**config.mk**
```make
export PLATFORM = sky130hd
export DESIGN_NAME = panel_row_sequencer
export DESIGN_NICKNAME = d
export VERILOG_FILES = /design/src/rtl/rowseq_pkg.sv /design/src/rtl/rowseq_phase_timer.sv /design/src/rtl/rowseq_col_counter.sv /design/src/rtl/rowseq_pixel_hold.sv /design/src/rtl/panel_row_sequencer.sv
export SDC_FILE = /design/constraint.sdc
export NUM_CORES = 1
export LEC_CHECK = 0
export BUFFER_PORTS_ARGS = -buffer_cell sky130_fd_sc_hd__clkbuf_2
export CORE_UTILIZATION = 55
export DETAILED_ROUTE_END_ITERATION = 8
export PLACE_DENSITY = 0.79
export SETUP_SLACK_MARGIN = 0.5
export SLEW_MARGIN = 20
export SYNTH_ARGS = -nofsm -noshare
export SYNTH_HDL_FRONTEND = slang
export SYNTH_SLANG_ARGS = --single-unit
```
**constraint.sdc**
```tcl
create_clock -name clk -period 4 [get_ports clk]
set_clock_uncertainty 0.2 [all_clocks]
set_input_delay 0.2 -clock clk [delete_from_list [all_inputs] [get_ports clk]]
set_output_delay 0.2 -clock clk [all_outputs]
set_load 0.1 [all_outputs]
```
**src/rtl/rowseq_pkg.sv**
```systemverilog
package rowseq_pkg;

    typedef enum logic [3:0] {
        S_IDLE      = 4'd0,
        S_CLK_LO    = 4'd1,
        S_CLK_HI    = 4'd2,
        S_BLANK     = 4'd3,
        S_ADDR      = 4'd4,
        S_LATCH     = 4'd5,
        S_OE_ON_LAT = 4'd6,
        S_LAT_OFF   = 4'd7,
        S_SHOW      = 4'd8,
        S_FINISH    = 4'd9
    } seq_state_e;

    localparam int LANE_BITS = 3;

endpackage

```
**src/rtl/rowseq_phase_timer.sv**
```systemverilog
module rowseq_phase_timer #(
    parameter int TW = 4
) (
    input  logic          clk,
    input  logic          rst_n,
    input  logic          load,
    input  logic [TW-1:0] load_val,
    output logic          expired
);
    logic [TW-1:0] cnt_q;

    always_ff @(posedge clk or negedge rst_n) begin
        if (!rst_n) begin
            cnt_q <= '0;
        end else if (load) begin
            cnt_q <= load_val;
        end else if (cnt_q != '0) begin
            cnt_q <= cnt_q - 1'b1;
        end
    end

    assign expired = (cnt_q == '0);
endmodule

```
**src/rtl/rowseq_col_counter.sv**
```systemverilog
module rowseq_col_counter #(
    parameter int COLS  = 8,
    parameter int COL_W = 4
) (
    input  logic             clk,
    input  logic             rst_n,
    input  logic             clear,
    input  logic             step,
    output logic [COL_W-1:0] col,
    output logic             at_end,
    output logic             in_tail
);
    logic [COL_W-1:0] col_q;

    always_ff @(posedge clk or negedge rst_n) begin
        if (!rst_n) begin
            col_q <= '0;
        end else if (clear) begin
            col_q <= '0;
        end else if (step) begin
            col_q <= col_q + 1'b1;
        end
    end

    assign col     = col_q;
    assign at_end  = (col_q == COL_W'(COLS));
    // after column COLS-3 has been loaded the count reads COLS-2
    assign in_tail = (col_q >= COL_W'(COLS - 2));


    col_range_chk: assert property (@(posedge clk) disable iff (!rst_n)
        col_q <= COL_W'(COLS));
endmodule

```
**src/rtl/rowseq_pixel_hold.sv**
```systemverilog
module rowseq_pixel_hold #(
    parameter int LANES  = 2,
    parameter int ADDR_W = 5
) (
    input  logic                                  clk,
    input  logic                                  rst_n,
    input  logic                                  load_px,
    input  logic [LANES*rowseq_pkg::LANE_BITS-1:0] px_in,
    input  logic                                  load_addr,
    input  logic [ADDR_W-1:0]                     addr_in,
    output logic [LANES*rowseq_pkg::LANE_BITS-1:0] px_out,
    output logic [ADDR_W-1:0]                     addr_out
);
    import rowseq_pkg::*;

    for (genvar g = 0; g < LANES; g++) begin : g_lane
        logic [LANE_BITS-1:0] lane_q;
        always_ff @(posedge clk or negedge rst_n) begin
            if (!rst_n) begin
                lane_q <= '0;
            end else if (load_px) begin
                lane_q <= px_in[g*LANE_BITS +: LANE_BITS];
            end
        end
        assign px_out[g*LANE_BITS +: LANE_BITS] = lane_q;
    end

    always_ff @(posedge clk or negedge rst_n) begin
        if (!rst_n) begin
            addr_out <= '0;
        end else if (load_addr) begin
            addr_out <= addr_in;
        end
    end
endmodule

```
**src/rtl/panel_row_sequencer.sv**
```systemverilog
module panel_row_sequencer #(
    parameter int COLS      = 8,
    parameter int ADDR_W    = 5,
    parameter int LOW_CYC   = 2,
    parameter int HIGH_CYC  = 2,
    parameter int GAP_CYC   = 2,
    parameter int STRETCH_W = 3,
    localparam int COL_W    = $clog2(COLS + 1),
    localparam int TW       = $clog2(LOW_CYC + HIGH_CYC + GAP_CYC + (1 << STRETCH_W))
) (
    input  logic                 clk,
    input  logic                 rst_n,
    input  logic                 start,
    input  logic                 cfg_enclosed,
    input  logic                 cfg_overlap,
    input  logic                 cfg_wide,
    input  logic [STRETCH_W-1:0] cfg_stretch,
    input  logic [ADDR_W-1:0]    next_row,
    output logic [COL_W-1:0]     pix_col,
    input  logic [2:0]           pix_top,
    input  logic [2:0]           pix_bot,
    output logic                 hub_clk,
    output logic [2:0]           hub_rgb_top,
    output logic [2:0]           hub_rgb_bot,
    output logic [ADDR_W-1:0]    hub_addr,
    output logic                 hub_lat,
    output logic                 hub_oe_n,
    output logic                 row_done
);
    import rowseq_pkg::*;

    localparam int LANES = 2;

    seq_state_e state_q, state_d;

    logic                 enc_q, ovl_q, wide_q;
    logic [STRETCH_W-1:0] stretch_q;
    logic [ADDR_W-1:0]    row_q;

    logic                 phase_done;
    logic                 col_end, col_tail;
    logic                 entering;
    logic [TW-1:0]        dur;
    logic [LANES*3-1:0]   px_bus;

    // ---------------- state register ----------------
    always_ff @(posedge clk or negedge rst_n) begin
        if (!rst_n) begin
            state_q <= S_IDLE;
        end else begin
            state_q <= state_d;
        end
    end

    // ---------------- next-state logic ----------------
    always_comb begin
        state_d = state_q;
        unique case (state_q)
            S_IDLE:      if (start)      state_d = S_CLK_LO;
            S_CLK_LO:    if (phase_done) state_d = S_CLK_HI;
            S_CLK_HI:    if (phase_done) state_d = col_end ? S_BLANK : S_CLK_LO;
            S_BLANK:     if (phase_done) state_d = S_ADDR;
            S_ADDR:      if (phase_done) state_d = S_LATCH;
            S_LATCH:     if (phase_done) state_d = enc_q ? S_LAT_OFF : S_OE_ON_LAT;
            S_OE_ON_LAT: if (phase_done) state_d = S_SHOW;
            S_LAT_OFF:   if (phase_done) state_d = S_SHOW;
            S_SHOW:      if (phase_done) state_d = S_FINISH;
            S_FINISH:    state_d = S_IDLE;
            default:     state_d = S_IDLE;
        endcase
    end

    // ---------------- configuration capture ----------------
    always_ff @(posedge clk or negedge rst_n) begin
        if (!rst_n) begin
            enc_q     <= 1'b0;
            ovl_q     <= 1'b0;
            wide_q    <= 1'b0;
            stretch_q <= '0;
            row_q     <= '0;
        end else if (state_q == S_IDLE && start) begin
            enc_q     <= cfg_enclosed;
            ovl_q     <= cfg_overlap;
            wide_q    <= cfg_wide;
            stretch_q <= cfg_stretch;
            row_q     <= next_row;
        end
    end

    // ---------------- phase durations ----------------
    assign entering = (state_d != state_q);

    always_comb begin
        unique case (state_d)
            S_CLK_LO: dur = TW'(LOW_CYC - 1);
            S_CLK_HI: dur = TW'(HIGH_CYC - 1) + (wide_q ? TW'(stretch_q) : TW'(0));
            S_BLANK, S_ADDR, S_LATCH, S_OE_ON_LAT, S_LAT_OFF, S_SHOW:
                      dur = TW'(GAP_CYC - 1);
            default:  dur = '0;
        endcase
    end

    rowseq_phase_timer #(.TW(TW)) u_timer (
        .clk      (clk),
        .rst_n    (rst_n),
        .load     (entering),
        .load_val (dur),
        .expired  (phase_done)
    );

    rowseq_col_counter #(.COLS(COLS), .COL_W(COL_W)) u_cols (
        .clk     (clk),
        .rst_n   (rst_n),
        .clear   (state_q == S_FINISH),
        .step    (entering && state_d == S_CLK_LO),
        .col     (pix_col),
        .at_end  (col_end),
        .in_tail (col_tail)
    );

    rowseq_pixel_hold #(.LANES(LANES), .ADDR_W(ADDR_W)) u_hold (
        .clk       (clk),
        .rst_n     (rst_n),
        .load_px   (entering && state_d == S_CLK_LO),
        .px_in     ({pix_bot, pix_top}),
        .load_addr (entering && state_d == S_ADDR),
        .addr_in   (row_q),
        .px_out    (px_bus),
        .addr_out  (hub_addr)
    );

    assign hub_rgb_top = px_bus[2:0];
    assign hub_rgb_bot = px_bus[5:3];

    // ---------------- output decode ----------------
    always_comb begin
        hub_clk  = 1'b0;
        hub_lat  = 1'b0;
        hub_oe_n = 1'b0;
        row_done = 1'b0;
        unique case (state_q)
            S_IDLE:      ;
            S_CLK_LO:    hub_lat = ovl_q && col_tail;
            S_CLK_HI: begin
                hub_clk = 1'b1;
                hub_lat = ovl_q && col_tail;
            end
            S_BLANK, S_ADDR: begin
                hub_oe_n = 1'b1;
                hub_lat  = ovl_q;
            end
            S_LATCH: begin
                hub_oe_n = 1'b1;
                hub_lat  = 1'b1;
            end
            S_OE_ON_LAT: hub_lat  = 1'b1;
            S_LAT_OFF:   hub_oe_n = 1'b1;
            S_SHOW:      ;
            S_FINISH:    row_done = 1'b1;
            default:     ;
        endcase
    end

    // ---------------- assertions ----------------

    data_hold_chk: assert property (@(posedge clk) disable iff (!rst_n)
        hub_clk |-> $stable({hub_rgb_top, hub_rgb_bot}));


    addr_blank_chk: assert property (@(posedge clk) disable iff (!rst_n)
        !$stable(hub_addr) |-> (hub_oe_n && $past(hub_oe_n)));


    late_latch_chk: assert property (@(posedge clk) disable iff (!rst_n)
        ($rose(hub_lat) && !ovl_q) |-> (hub_oe_n && !hub_clk));


    oe_fall_order_chk: assert property (@(posedge clk) disable iff (!rst_n)
        $fell(hub_oe_n) |-> (hub_lat == !enc_q));


    done_quiet_chk: assert property (@(posedge clk) disable iff (!rst_n)
        row_done |-> (!hub_oe_n && !hub_lat && !hub_clk));


    done_pulse_chk: assert property (@(posedge clk) disable iff (!rst_n)
        row_done |=> !row_done);
endmodule

```
Yosys cells after proc, flatten, opt, wreduce, memory -nomap -nowiden
Index checks and enable logic that the tools add are counted.
{"block": "op_classes", "addsub": 3, "multipliers": 0, "div": 0, "magnitude_cmp": 1, "eq_ne": 19, "n_shift": 0, "mux": 21, "n_bitwise": 0, "reduce_logical": 15}
{"cell": "4-bit 2-to-1 mux", "n": 12}
{"cell": "4-bit by 3-bit == test with 1-bit output, second input constant", "n": 8}
{"cell": "4-bit one-hot mux with 8 select lines", "n": 1}
{"cell": "4-bit by 2-bit == test with 1-bit output, second input constant", "n": 4}
{"cell": "4-bit == test, second input constant", "n": 4}
{"cell": "4-bit by 1-bit == test with 1-bit output, second input constant", "n": 2}
{"cell": "4-bit logical NOT", "n": 2}
{"cell": "4-bit one-hot mux with 2 select lines", "n": 1}
{"cell": "2-bit OR reduction", "n": 4}
{"cell": "7-bit OR reduction", "n": 1}
{"cell": "1-bit by 3-bit adder with 4-bit output, first input constant", "n": 1}
{"cell": "4-bit by 1-bit adder with 4-bit output, second input constant", "n": 1}
{"cell": "4-bit by 3-bit >= comparator with 1-bit output, second input constant", "n": 1}
{"cell": "1-bit logical AND", "n": 4}
{"cell": "1-bit 2-to-1 mux", "n": 4}
{"cell": "4-bit inequality test", "n": 1}
{"cell": "2-bit nonzero test", "n": 2}
{"cell": "4-bit nonzero test", "n": 1}
{"cell": "4-bit OR reduction", "n": 1}
{"cell": "4-bit by 1-bit subtractor with 4-bit output, second input constant", "n": 1}
{"cell": "3-bit 2-to-1 mux", "n": 1}
{"cell": "1-bit one-hot mux with 3 select lines", "n": 1}
{"cell": "2-bit 2-to-1 mux", "n": 1}
{"block": "word_totals", "ff_bits": 34, "latchBits": 0, "ramBits": 0, "romBits": 0, "in_bits": 20, "out_inout_bits": 19, "wordCells": 70, "n_memories": 0}

Logic depth before layout (Yosys ltp)
{"block": "depth", "word_depth": 8, "mapped_depth": 8}

Hierarchy
Synthesis repeated with hierarchy kept, for this count alone.
{"block": "unflattened", "cells_unflattened": 162, "hier_area_um2": 1808.0}
{"mod": "panel_row_sequencer", "instances": 1, "cells_each": 94, "area_per_inst_um2": 895.9, "seq_area_each_um2": 375.4}
{"mod": "rowseq_pixel_hold", "instances": 1, "cells_each": 23, "area_per_inst_um2": 432.9, "seq_area_each_um2": 275.3}
{"mod": "rowseq_col_counter", "instances": 1, "cells_each": 23, "area_per_inst_um2": 245.2, "seq_area_each_um2": 100.1}
{"mod": "rowseq_phase_timer", "instances": 1, "cells_each": 22, "area_per_inst_um2": 234.0, "seq_area_each_um2": 100.1}

Worst setup path before layout
Ideal clock, no wire load.
{"block": "synth_path", "path_type": "reg2out", "start": "register u_cols.col_q[1] (netlist: u_cols.col[1])", "end": "output port hub_lat", "arrival_time_ps": 6191, "required_time_ps": 3600, "setup_slack_ps": -2591, "stages_incl_launch_ff": 6, "path_cell_list": "dfrtp_1 -> ha_1 -> o21ai_0 -> nand2_1 -> a21oi_1 -> a2111oi_0"}
{"block": "synth_between", "elab_chain_len": 3}
{"element": "start, declared", "line": "rowseq_col_counter.sv:13", "rtl": "logic [COL_W-1:0] col_q;"}
{"element": "start signal, assigned", "line": "rowseq_col_counter.sv:21", "rtl": "col_q <= col_q + 1'b1;"}
{"element": "4-bit by 3-bit >= comparator with 1-bit output", "line": "rowseq_col_counter.sv:28", "rtl": "assign in_tail = (col_q >= COL_W'(COLS - 2));"}
{"element": "1-bit logical AND", "line": "panel_row_sequencer.sv:143, panel_row_sequencer.sv:146"}
{"element": "1-bit one-hot mux with 3 select lines", "line": "panel_row_sequencer.sv:141", "rtl": "unique case (state_q)"}
{"element": "end, declared", "line": "panel_row_sequencer.sv:26", "rtl": "output logic hub_lat,"}
No other way between the ends.

Worst setup path in the final report
{"block": "layout_path", "start": "register state_q[2]", "end": "register u_cols.col_q[3] (netlist: u_cols.col[3])"}
{"block": "layout_between", "elab_chain_len": 6}
{"element": "start, declared", "line": "panel_row_sequencer.sv:34", "rtl": "seq_state_e state_q, state_d;"}
{"element": "start signal, assigned", "line": "panel_row_sequencer.sv:51", "rtl": "state_q <= state_d;"}
{"element": "4-bit by 3-bit == test with 1-bit output", "line": "panel_row_sequencer.sv:58", "rtl": "unique case (state_q)"}
{"element": "2-bit OR reduction (no line)"}
{"element": "4-bit one-hot mux with 8 select lines", "line": "panel_row_sequencer.sv:58"}
{"element": "4-bit inequality test or 4-bit by 1-bit == test with 1-bit output (tied branches)", "line": "panel_row_sequencer.sv:91, panel_row_sequencer.sv:115"}
{"element": "1-bit logical AND", "line": "panel_row_sequencer.sv:115", "rtl": ".step (entering && state_d == S_CLK_LO),"}
{"element": "2-bit nonzero test (no line)"}
Several ways; a longest one is shown, not always the timed one.
A chain may end at the register's enable or synchronous reset.

==> results.tsv <==
stage	metric	value	unit
status	status	finished, final reports clean	
floorplan	io_pins	39	
synth	synth-seq-area-share	0.465	
global_routing	antenna_found_initial	0	
global_routing	grt_overflow	0	
global_routing	grt_use_total	0.258	
synth	synth.net_count	193	
worst_setup_path	cp_slowest_stage_delay	610	ps
floorplan	initial_core_util	0.590	
detailed_routing	via_per_inst	5.44	
floorplan	core	0.00310	sq mm
layout	syn_to_final_growth	25.2	%
worst_setup_path	cp_cell_sequence	nor2_2 > nand3_1 > o2111a_2 > nor3_2 > mux2_4	
worst_setup_path	critPathSlowestCell	dfrtp_1	
floorplan	die_x	59.7	um
detailed_routing	firstDrtPassIters	4	
timing	fin_tns_setup	0	ps
placement	portBuffers	38	
global_routing	grt_pass1_vias	1520	
clock_network	clock-root-buffer	clkbuf_4	
clock_network	cts_buffers	5	
timing	finalSetupViolCount	0	
timing	period_minus_slack	2760	ps
worst_setup_path	crit_path_max_fanout	19	
layout	fillers	234	
synth	synth-edff-count	0	
layout	layout_commonest_cell	clkbuf_2	
global_routing	grt_pass1_wl	6.67	mm
synth	synthCells	168	
layout	fin_nets	248	
clock_network	cts_hold_buf	18	
worst_setup_path	critPathKind	flop to flop	
clock_network	cts_tree	yes	
worst_hold_path	hp-class	primary input to asynchronous set/reset pin	
layout	insertedDiodeCount	0	
job	drv_cap	0	
synth	yosysUniqueCellTypes	47	
layout	final_layout_size_suffix_gt1_frac	0.353	
timing	rsz0062_at_grt	false	
timing	drv_slew	0	
worst_setup_path	critPathLaunch	state_q[2]	
detailed_routing	drc	0	
timing	hold_viol	0	
floorplan	row_count	20	
synth	syn_area	0.00183	sq mm
synth	synthArstFlopShare	1.00	
synth	synth_flop_cell	dfrtp_1	
detailed_routing	post_drt_wl_per_cell	14.8	um
worst_setup_path	path_buf_inv	0	
worst_setup_path	r2r-start	state_q[2]	
clock_network	post_cts_buffers	0	
worst_setup_path	end_kind	flop	
placement	hpwl	2.68	mm
clock_network	path_clk_slew	110	ps
timing	worst_pin_slew	837	ps
clock_network	insertion_delay	330	ps
clock_network	cts.repair.resized	0	
layout	final_cell_mix	38 x clkbuf_2, 34 x dfrtp_1, 18 x dlygate4sd3_1	
clock_network	htree_levels	2	
timing	post-route-period-util	0.690	
worst_setup_path	arrival	2780	ps
timing	fmax	0.362	GHz
worst_setup_path	cp.required	4020	ps
floorplan	fp.dieH	59.7	um
synth	yosys_warnings	0	
detailed_routing	postRouteAntennaNets	0	
detailed_routing	wl	3.97	mm
clock_network	cts_buffer_depth	2	
clock_network	clock_sinks	34	
detailed_routing	drt_iter0_drc	47	
worst_setup_path	start_kind	flop	
global_routing	grt_max_degree	35	
floorplan	die-area	0.00356	sq mm
detailed_routing	vias	1457	
synth	avgSynthCellArea	10.9	sq um
placement	gp_congestion	0.849	
synth	ys_ff_latch	34	
worst_setup_path	cp_top_family	simple AND/OR/NAND/NOR gates	
timing	slew_headroom	0.442	
-- state kept, by name, summed over array words and instances (netlist names) --
name and cells:
u_cols.col 4, u_timer.cnt_q 4, row_q 5, ovl_q 1, stretch_q 3, enc_q 1
u_hold.g_lane.lane_q 6, wide_q 1, state_q 4, u_hold.addr_out 5
-- metal layers --
layer | up-vias | global-route usage | routed length, um
met5 | - | 0 | 0
met4 | 0 | 0.0997 | 23
met3 | 2 | 0.0671 | 174
met2 | 43 | 0.437 | 2030
met1 | 702 | 0.314 | 1750
li1 | 710 | - | -
-- metrics by stage --
| stage | area (sq um) | utilization | hold WS [ps] | worst slack [ps] | std cells |
|---|---|---|---|---|---|
| 3_3_place_gp | 2060 | 0.663 | 119 | 1410 | 242 |
| 3_5_place_dp | 2060 | 0.663 | 140 | 1270 | 242 |
| 4_1_cts | 2290 | 0.738 | 310 | 1260 | 268 |
| 5_1_grt | 2290 | 0.738 | 337 | 1030 | 268 |
| 2_1_floorplan | 1850 | - | -296 | 145 | 168 |
| 6_report | 2290 | 0.738 | 285 | 1240 | 268 |
-- worst reg2reg max path, stage by stage (launching register included) --
cell,delay (ps)
dfrtp_1,610
nor2_2,320
nand3_1,550
o2111a_2,450
nor3_2,220
mux2_4,310
-- area by class of cell --
class / instances / area (sq um) / share of cell area
clock inverters: 2 / 13.8 / 0.00601
inverters: 9 / 36.3 / 0.0158
well taps: 44 / 55.1 / 0.0240
clock buffers: 6 / 41.3 / 0.0180
multi-input cells: 116 / 916 / 0.400
flip-flops and latches: 34 / 851 / 0.371
repair buffers: 57 / 378 / 0.165
-- worst paths after layout --
path	endpoint	slack [ps]	cells past startpoint
hold / removal	u_timer.cnt_q[3]	290	2
min in group clk	u_hold.addr_out[0]	320	1
setup / recovery	u_cols.col[3]	1240	5
max in group asynchronous	row_q[3]	2780	2
setup reg to reg	u_cols.col[3]	1240	5
hold reg to reg	u_hold.addr_out[0]	320	1
-- synth_stat cells, types with 3 or more instances --
library cell | number | area (sq um)
dfrtp_1 | 34 | 851
inv_1 | 7 | 26.3
a21oi_1 | 9 | 45.0
nor3_1 | 3 | 15.0
nand3_1 | 7 | 35.0
clkbuf_1 | 4 | 15.0
nand2_1 | 10 | 37.5
o21ai_0 | 12 | 60.1
mux2_4 | 7 | 105
ha_1 | 5 | 62.6
nor2_1 | 8 | 30.0
buf_2 | 3 | 15.0
mux2_2 | 16 | 180
-- logic make-up (layout without fill, tap and decap cells) --
group / count (synthesis) / after routing / synth area share
XOR/XNOR: 3 / 3 / 0.0144
adder cells (fa/ha/maj): 5 / 5 / 0.0342
AO/OA/AOI/OAI: 37 / 37 / 0.131
buffers and inverters: 18 / 74 / 0.0445
AND/OR/NAND/NOR: 46 / 46 / 0.144
flip-flops: 34 / 34 / 0.465
multiplexers: 25 / 25 / 0.167
Power is left out: the tool's default activity adds up to more than one toggle a clock period on the data nets, which glitch-free logic cannot reach.
